**src/rtl/cfg_bank_pkg.sv**
```systemverilog
package cfg_bank_pkg;

  typedef struct packed {
    logic [3:0] wait_cnt;
    logic       sync;
    logic       wr_ok;
    logic [1:0] width;
  } cs_cfg_t;

  localparam logic [15:0] UNLOCK_KEY = 16'hA05F;

  localparam logic [1:0] WIDTH_8  = 2'b00;
  localparam logic [1:0] WIDTH_16 = 2'b01;
  localparam logic [1:0] WIDTH_32 = 2'b10;

  function automatic cs_cfg_t reset_cfg(input int idx);
    cs_cfg_t c;
    case (idx)
      0, 1:    c = '{wait_cnt: 4'hF, sync: 1'b0, wr_ok: 1'b0, width: WIDTH_32};
      2:       c = '{wait_cnt: 4'h0, sync: 1'b1, wr_ok: 1'b1, width: WIDTH_32};
      default: c = '{wait_cnt: 4'h0, sync: 1'b0, wr_ok: 1'b1, width: WIDTH_32};
    endcase
    return c;
  endfunction

endpackage

```
**src/rtl/cfg_lock_ctrl.sv**
```systemverilog
module cfg_lock_ctrl #(
  parameter int DW = 32
) (
  input  logic          clk,
  input  logic          rst,
  input  logic          wr_i,
  input  logic          hit_i,
  input  logic [DW-1:0] wdata_i,
  output logic          locked_o
);
  import cfg_bank_pkg::*;

  localparam logic [DW-1:0] KEY_W = {{(DW-16){1'b0}}, UNLOCK_KEY};

  logic locked_q;

  always_ff @(posedge clk) begin
    if (rst) begin
      locked_q <= 1'b1;
    end else if (wr_i && hit_i) begin
      locked_q <= (wdata_i != KEY_W);
    end
  end

  assign locked_o = locked_q;

  a_r1_locked_after_reset: assert property (@(posedge clk)
    $past(rst) |-> locked_q);

  a_r3_key_opens: assert property (@(posedge clk) disable iff (rst)
    (wr_i && hit_i && wdata_i == KEY_W) |=> !locked_q);

  a_r4_other_closes: assert property (@(posedge clk) disable iff (rst)
    (wr_i && hit_i && wdata_i != KEY_W) |=> locked_q);

  a_r4_no_write_holds: assert property (@(posedge clk) disable iff (rst)
    !(wr_i && hit_i) |=> $stable(locked_q));

endmodule

```
**src/rtl/cfg_slot.sv**
```systemverilog
module cfg_slot #(
  parameter int IDX = 0
) (
  input  logic                   clk,
  input  logic                   rst,
  input  logic                   wr_i,
  input  logic                   sel_i,
  input  logic                   locked_i,
  input  logic [7:0]             wdata_i,
  output cfg_bank_pkg::cs_cfg_t  cfg_o
);
  import cfg_bank_pkg::*;

  localparam cs_cfg_t RST_VAL = reset_cfg(IDX);

  cs_cfg_t cfg_q;

  always_ff @(posedge clk) begin
    if (rst) begin
      cfg_q <= RST_VAL;
    end else if (wr_i && sel_i && !locked_i) begin
      cfg_q <= cs_cfg_t'(wdata_i);
    end
  end

  assign cfg_o = cfg_q;

  a_r5_locked_hold: assert property (@(posedge clk) disable iff (rst)
    locked_i |=> $stable(cfg_q));

  a_r6_write_taken: assert property (@(posedge clk) disable iff (rst)
    (wr_i && sel_i && !locked_i) |=> (cfg_q == cs_cfg_t'($past(wdata_i))));

  a_r9_unselected_hold: assert property (@(posedge clk) disable iff (rst)
    !(wr_i && sel_i) |=> $stable(cfg_q));

endmodule

```
**src/rtl/cfg_read_port.sv**
```systemverilog
module cfg_read_port #(
  parameter int NCS = 4,
  parameter int DW  = 32
) (
  input  logic                 clk,
  input  logic                 rst,
  input  logic                 rd_i,
  input  logic [NCS-1:0]       cs_sel_i,
  input  logic                 lock_sel_i,
  input  logic [NCS-1:0][7:0]  cfg_i,
  input  logic                 locked_i,
  output logic [DW-1:0]        rdata_o
);
  logic [DW-1:0] rd_mux;
  logic [DW-1:0] rdata_q;

  always_comb begin
    rd_mux = '0;
    for (int i = 0; i < NCS; i++) begin
      if (cs_sel_i[i]) rd_mux[7:0] = cfg_i[i];
    end
    if (lock_sel_i) rd_mux[0] = locked_i;
  end

  always_ff @(posedge clk) begin
    if (rst) begin
      rdata_q <= '0;
    end else if (rd_i) begin
      rdata_q <= rd_mux;
    end else begin
      rdata_q <= '0;
    end
  end

  assign rdata_o = rdata_q;

  a_r7_upper_zero: assert property (@(posedge clk) disable iff (rst)
    rdata_q[DW-1:8] == '0);

  a_r7_idle_zero: assert property (@(posedge clk) disable iff (rst)
    !rd_i |=> rdata_q == '0);

  a_r2_lock_readback: assert property (@(posedge clk) disable iff (rst)
    (rd_i && lock_sel_i) |=> (rdata_q[0] == $past(locked_i) && rdata_q[7:1] == '0));

endmodule

```
**src/rtl/cfg_lock_bank.sv**
```systemverilog
module cfg_lock_bank #(
  parameter int                NCS      = 4,
  parameter int                AW       = 8,
  parameter int                DW       = 32,
  parameter logic [AW-1:0]     LOCK_OFS = 8'h20
) (
  input  logic              clk,
  input  logic              rst,
  input  logic [AW-1:0]     bus_addr,
  input  logic [DW-1:0]     bus_wdata,
  input  logic              bus_wr,
  input  logic              bus_rd,
  output logic [DW-1:0]     bus_rdata,
  output logic [NCS*4-1:0]  cs_wait,
  output logic [NCS-1:0]    cs_sync,
  output logic [NCS-1:0]    cs_wr_en,
  output logic [NCS*2-1:0]  cs_width
);
  import cfg_bank_pkg::*;

  localparam int STRIDE = 4;

  logic [NCS-1:0]      cs_sel;
  logic                lock_sel;
  logic                locked;
  cs_cfg_t             slot_cfg [NCS];
  logic [NCS-1:0][7:0] cfg_bytes;

  assign lock_sel = (bus_addr == LOCK_OFS);

  cfg_lock_ctrl #(.DW(DW)) u_lock (
    .clk      (clk),
    .rst      (rst),
    .wr_i     (bus_wr),
    .hit_i    (lock_sel),
    .wdata_i  (bus_wdata),
    .locked_o (locked)
  );

  for (genvar g = 0; g < NCS; g++) begin : g_slot
    assign cs_sel[g] = (bus_addr == AW'(g * STRIDE));

    cfg_slot #(.IDX(g)) u_slot (
      .clk      (clk),
      .rst      (rst),
      .wr_i     (bus_wr),
      .sel_i    (cs_sel[g]),
      .locked_i (locked),
      .wdata_i  (bus_wdata[7:0]),
      .cfg_o    (slot_cfg[g])
    );

    assign cfg_bytes[g]       = slot_cfg[g];
    assign cs_wait[g*4 +: 4]  = slot_cfg[g].wait_cnt;
    assign cs_sync[g]         = slot_cfg[g].sync;
    assign cs_wr_en[g]        = slot_cfg[g].wr_ok;
    assign cs_width[g*2 +: 2] = slot_cfg[g].width;
  end

  cfg_read_port #(.NCS(NCS), .DW(DW)) u_rd (
    .clk        (clk),
    .rst        (rst),
    .rd_i       (bus_rd),
    .cs_sel_i   (cs_sel),
    .lock_sel_i (lock_sel),
    .cfg_i      (cfg_bytes),
    .locked_i   (locked),
    .rdata_o    (bus_rdata)
  );

  a_r3_sel_exclusive: assert property (@(posedge clk) disable iff (rst)
    $onehot0({cs_sel, lock_sel}));

endmodule

```
**config.mk**
```make
export PLATFORM = sky130hd
export DESIGN_NAME = cfg_lock_bank
export DESIGN_NICKNAME = d
export VERILOG_FILES = /design/src/rtl/cfg_bank_pkg.sv /design/src/rtl/cfg_lock_ctrl.sv /design/src/rtl/cfg_slot.sv /design/src/rtl/cfg_read_port.sv /design/src/rtl/cfg_lock_bank.sv
export SDC_FILE = /design/constraint.sdc
export NUM_CORES = 1
export LEC_CHECK = 0
export ABC_AREA = 1
export BUFFER_PORTS_ARGS = -buffer_cell sky130_fd_sc_hd__clkbuf_2
export CAP_MARGIN = 30
export CORE_MARGIN = 1.5
export CORE_UTILIZATION = 45
export DETAILED_ROUTE_END_ITERATION = 10
export PLACE_DENSITY = 0.78
export SLEW_MARGIN = 20
export SYNTH_ARGS = -nofsm -noshare
export SYNTH_HDL_FRONTEND = slang
export SYNTH_SLANG_ARGS = --single-unit
```
**constraint.sdc**
```tcl
create_clock -name clk -period 1.3 [get_ports clk]
set_input_delay 0.065 -clock clk [delete_from_list [all_inputs] [get_ports clk]]
set_output_delay 0.065 -clock clk [all_outputs]
set_load 0.01 [all_outputs]
```
======== After elaboration in Yosys (flattened, before gate mapping) ========
Cells that the tools add are included.
storage, ports and cells
  output and inout port bits .............. 64
  bits in writable memories ............... 0
  memories kept ........................... 0
  logic and storage cells ................. 42
  input port bits ......................... 44
  ROM bits ................................ 0
  register bits after elaboration ......... 65
  bits in latches ......................... 0
operators by class
  div/mod/pow operators ................... 0
  equal/unequal tests ..................... 5
  add/subtract/negate cells ............... 0
  bitwise gates (word level) .............. 1
  shifts and indexed selects .............. 0
  multipliers ............................. 0
  muxes and demuxes ....................... 5
  reductions and logical operators ........ 12
  $lt $le $gt $ge ......................... 0
operators by type and width
  kind                                             number
  2-to-1 mux 8 bit                                 4
  != test 32 x 16 -> 1 bit, second input constant  1
  == test 8 x 4 -> 1 bit, second input constant    2
  logical AND 1 bit                                9
  == test 8 x 3 -> 1 bit, second input constant    1
  == test 8 x 6 -> 1 bit, second input constant    1
  logical NOT 8 bit                                1
  OR reduction 2 bit                               1
  logical NOT 1 bit                                1
  2-to-1 mux 1 bit                                 1
  inverter 1 bit                                   1

======== Logic depth before layout (Yosys ltp) ========
  depth after elaboration ................. 6
  gate-level depth with buffers ........... 10
  mapped depth without buffers ............ 9

======== Modules after synthesis ========
From an unflattened synthesis, not the netlist that was laid out.
second synthesis, totals
  cell total of the unflattened synthesis .. 363
  area, all modules ....................... 2326.0 um^2
modules (own cells, without submodules)
  module                           seq. area each (um^2)  times used  area each (um^2)  cells an instance
  cfg_read_port                    160.2                  1           683.2             101
  cfg_slot (g_slot[0].u_slot ...)  160.2                  2           320.3             42
  cfg_slot (g_slot[3].u_slot)      160.2                  1           331.6             48
  cfg_slot (g_slot[2].u_slot)      160.2                  1           327.8             46
  cfg_lock_ctrl                    20.0                   1           246.5             61
  cfg_lock_bank                    0.0                    1           96.3              23

======== Worst setup path after synthesis ========
No wires, ideal clock.
  path type ............................... reg2reg
  from .................................... reg u_lock.locked_q, in the netlist u_lock.locked_o
  to ...................................... reg g_slot[3].u_slot.cfg_q, in the netlist g_slot[3].u_slot.cfg_o[6]
  path buffers ............................ 1
  cell stages (with the launch flop) ...... 7
  setup time .............................. 0.079 ns
  path slack .............................. 0.132 ns
  arrival ................................. 1.088 ns
  period minus slack after synthesis ...... 1.168 ns
  required time ........................... 1.221 ns
  cell sequence ........................... dfxtp_1 nor2_4 inv_2 nor3_2 buf_4 nor2_1 a211oi_2
on the way
  word-level cells in the longest chain between the ends .. 2
RTL lines
  element                 RTL line             text
  start, declared         cfg_lock_ctrl.sv:15  logic locked_q;
  start signal, assigned  cfg_lock_ctrl.sv:21  locked_q <= (wdata_i != KEY_W);
  logical NOT 1 bit       cfg_slot.sv:21       end else if (wr_i && sel_i && !locked_i) begin
  logical AND 1 bit       cfg_slot.sv:21
  end signal, assigned    cfg_slot.sv:22       cfg_q <= cs_cfg_t'(wdata_i);
  end, declared           cfg_slot.sv:16       cs_cfg_t cfg_q;
No other way between the ends.
A chain may end at the register's enable or synchronous reset.

======== Worst setup path in the final report ========
  from .................................... reg u_lock.locked_q, in the netlist u_lock.locked_o
  to ...................................... reg g_slot[3].u_slot.cfg_q, in the netlist g_slot[3].u_slot.cfg_o[3]
The elaborated chain is that of the path after synthesis.

==> impl_metrics.json <==
{
  "yosysWarningCount": 0,
  "tritoncts.num_buffers": 5,
  "critical_path.max_stage_delay_ns": 0.35,
  "final_cell_mix": "clkbuf_2 (83), nand2_1 (52), dfxtp_1 (41), nor2_1 (28), conb_1 (24)",
  "report.final.hold_viol_count": 0,
  "grt_first_pass_wirelength_um": 9066,
  "per_cell_routed_wire_length_um": 13.16,
  "port-buffer-count": 83,
  "via_per_inst": 5.005,
  "avgSynthCellArea_um2": 7.717,
  "layout.cells.most_common": "clkbuf_2",
  "setup.reg_to_reg.worst_slack_ns": 0.06,
  "post_synthesis_cell_count": 269,
  "cap_viol_max_count": 0,
  "routed_wirelength_um": 5566,
  "drt_drc_violations_left": 0,
  "timing.hold.ws_ns": 0.04937,
  "chipHeight_um": 70.92,
  "dpl_worst_slack_ns": 0.02114,
  "grt_start_max_net_pins": 28,
  "placed_area_mm2": 0.002516,
  "synthesized_area_fraction_occupied_by_ao_oa_aoi_and_oai_cells_pct": 17.96,
  "power-per-cell-area_mw_per_mm2": 1007,
  "critical_path.slowest_cell": "dfxtp_1",
  "mappedNetlistArea_mm2": 0.002076,
  "multiInputGateArea_mm2": 0.001030,
  "insertion_delay_ns": 0.30,
  "final.fill_count": 405,
  "yosysUniqueCellTypes": 28,
  "cts_root_buffer": "clkbuf_8",
  "synthSimpleGateAreaFrac_pct": 27.00,
  "worst_setup_path_end_kind": "flop",
  "total_leakage_power_nw": 1.373,
  "fraction_of_final_layout_cells_with_drive_strength_greater_than_1_pct": 36.66,
  "arrival_ns": 1.47,
  "initial_utilization_pct": 47.35,
  "ff_latch_area_um2": 820.8,
  "cp_cell_sequence": "nor2_4 > inv_2 > nor3_4 > clkbuf_4 > o21ai_1 > nor2_1",
  "path_clk_slew_ns": 0.08,
  "synth_mux_area_share_pct": 0,
  "cts.hold.buffers_added": 0,
  "crit_type": "flop to flop",
  "post-place-cells": 411,
  "setup_violations": 0,
  "dr.first_iter.drc_count": 152,
  "global_route_overflow": 0,
  "dieArea_mm2": 0.005029,
  "finalWeightedCongestion": 0.8682,
  "fp.coreArea_mm2": 0.004384,
  "ys_seq_elements": 41,
  "final_cell_area_mm2": 0.002694,
  "clock.fmax_ghz": 0.8090,
  "placement_rows": 24,
  "synth-adder-area-share_pct": 0,
  "finish.utilization_pct": 61.44,
  "yosysSeqAreaShare_pct": 39.54,
  "cts_sinks": 41,
  "num_antenna_cells": 0,
  "worst_setup_path_start_kind": "flop",
  "ant_nets": 0,
  "result_of_the_run": "finished clean",
  "cp_max_fo": 5,
  "die_w_um": 70.92,
  "finalNetCount": 414,
  "worst_slack_ns": 0.06383,
  "timing.final.max_slew_violations": 0,
  "cts_max_level": 2,
  "design.portCount": 108,
  "first_global_vias": 1996,
  "grt_usage_pct": 22.79,
  "max-clock-path-buffers": 2,
  "flow.area_growth_from_synthesis_pct": 29.78,
  "antenna_found_initial": 0,
  "drt_first_pass_iters": 4,
  "stdcell_count": 423,
  "finClkSkew_ns": 0.007108,
  "largest_family_of_logic_cells_by_synthesized_area": "simple AND/OR/NAND/NOR gates",
  "fin_crit_sh_pct": 95.09,
  "cts_tree": "yes",
  "worst_hold_path_type": "primary input to flop",
  "worst_ir_drop_vdd_v": 0.0006113,
  "dp_hpwl_um": 4282,
  "final.min_clock_period_ns": 1.236,
  "synthXorXnorAreaFrac_pct": 0,
  "num_vias": 2117,
  "timing.critical_path.required_ns": 1.54
}
-- path summary, 6_finish.rpt --
check | cells past startpoint | start | to
setup reg to reg | 6 | u_lock.locked_o | g_slot[3].u_slot.cfg_o[3]
setup / recovery | 6 | u_lock.locked_o | g_slot[3].u_slot.cfg_o[3]
hold / removal | 3 | bus_wdata[3] | g_slot[2].u_slot.cfg_o[3]
hold reg to reg | 2 | g_slot[3].u_slot.cfg_o[1] | u_rd.rdata_o[1]
-- final cells by class --
type | instances | share of cell area, %
clock inverters | 3 | 2.555
flip-flops and latches | 41 | 30.47
repair buffers | 101 | 20.58
well taps | 52 | 2.415
inverters | 23 | 3.205
multi-input cells | 198 | 38.23
clock buffers | 5 | 2.555
-- state kept, by name, summed over array words and instances, names as in the netlist --
signal / cells
g_slot.u_slot.cfg_o: 32
u_lock.locked_o: 1
u_rd.rdata_o: 8
-- synthesized netlist by cell type --
cell / n / area, um2
nor3_4: 1 / 16.27
nand4_1: 2 / 12.51
buf_6: 3 / 33.78
conb_1: 1 / 3.750
o211ai_2: 4 / 50.05
inv_2: 4 / 15.01
nand3_2: 2 / 20.02
nor3_1: 1 / 5.000
clkinv_1: 3 / 11.26
nand2_2: 4 / 25.02
nand3_1: 16 / 80.08
o21ai_1: 9 / 45.04
inv_1: 16 / 60.06
nor2_4: 4 / 45.04
a211oi_2: 4 / 50.05
nor2_2: 3 / 18.77
dfxtp_1: 41 / 820.8
o211ai_1: 12 / 90.09
nor2_1: 28 / 105.1
nor4_1: 2 / 12.51
a211oi_1: 1 / 7.510
nand2_1: 52 / 195.2
buf_2: 2 / 10.01
nor3_2: 1 / 10.01
buf_4: 25 / 187.7
nand3b_1: 2 / 15.01
a21oi_1: 19 / 95.09
o21ai_0: 7 / 35.03
-- repair_timing --
action	4_1_cts	5_1_grt
resized for setup	0	3
setup buffers	0	3
endpoints found under the hold margin	0	0
endpoints found under the setup margin	0	6
-- stage by stage --
stage / total power, mW / setup TNS [ns]
finish: 2.712 / 0
floorplan: 1.446 / 0
CTS: 2.720 / 0
global route: 2.790 / -0.01805
global placement: 1.485 / 0
detailed placement: 1.489 / 0
-- cells by family (layout without fill, tap and decap cells) --
| kind of cell | count (synthesis) | after routing |
|---|---|---|
| simple gates | 118 | 118 |
| compound gates | 56 | 56 |
| buf+inv | 53 | 132 |
| flops | 41 | 41 |
| other cells | 1 | 24 |
-- worst max-delay path, delay by kind of cell, from the launching register on --
family,cells,cell delay [ns]
buf+inv,2,0.29
flops,1,0.35
compound gates,1,0.07
simple gates,3,0.46
-- routing by layer --
| layer | up-vias | GRT usage, % | part of all wire (%) |
|---|---|---|---|
| met5 | - | 0 | 0 |
| met3 | 7 | 5.413 | 7.3 |
| li1 | 1051 | - | - |
| met2 | 96 | 40.19 | 50 |
| met1 | 963 | 27.29 | 41 |
| met4 | 0 | 7.338 | 1.1 |
-- power by group --
group          internal (mW)  switching, mW
logic                 0.0708          0.137
registers               1.26       0.000252
clock network          0.773          0.475
(Power assumes the default switching activity.)
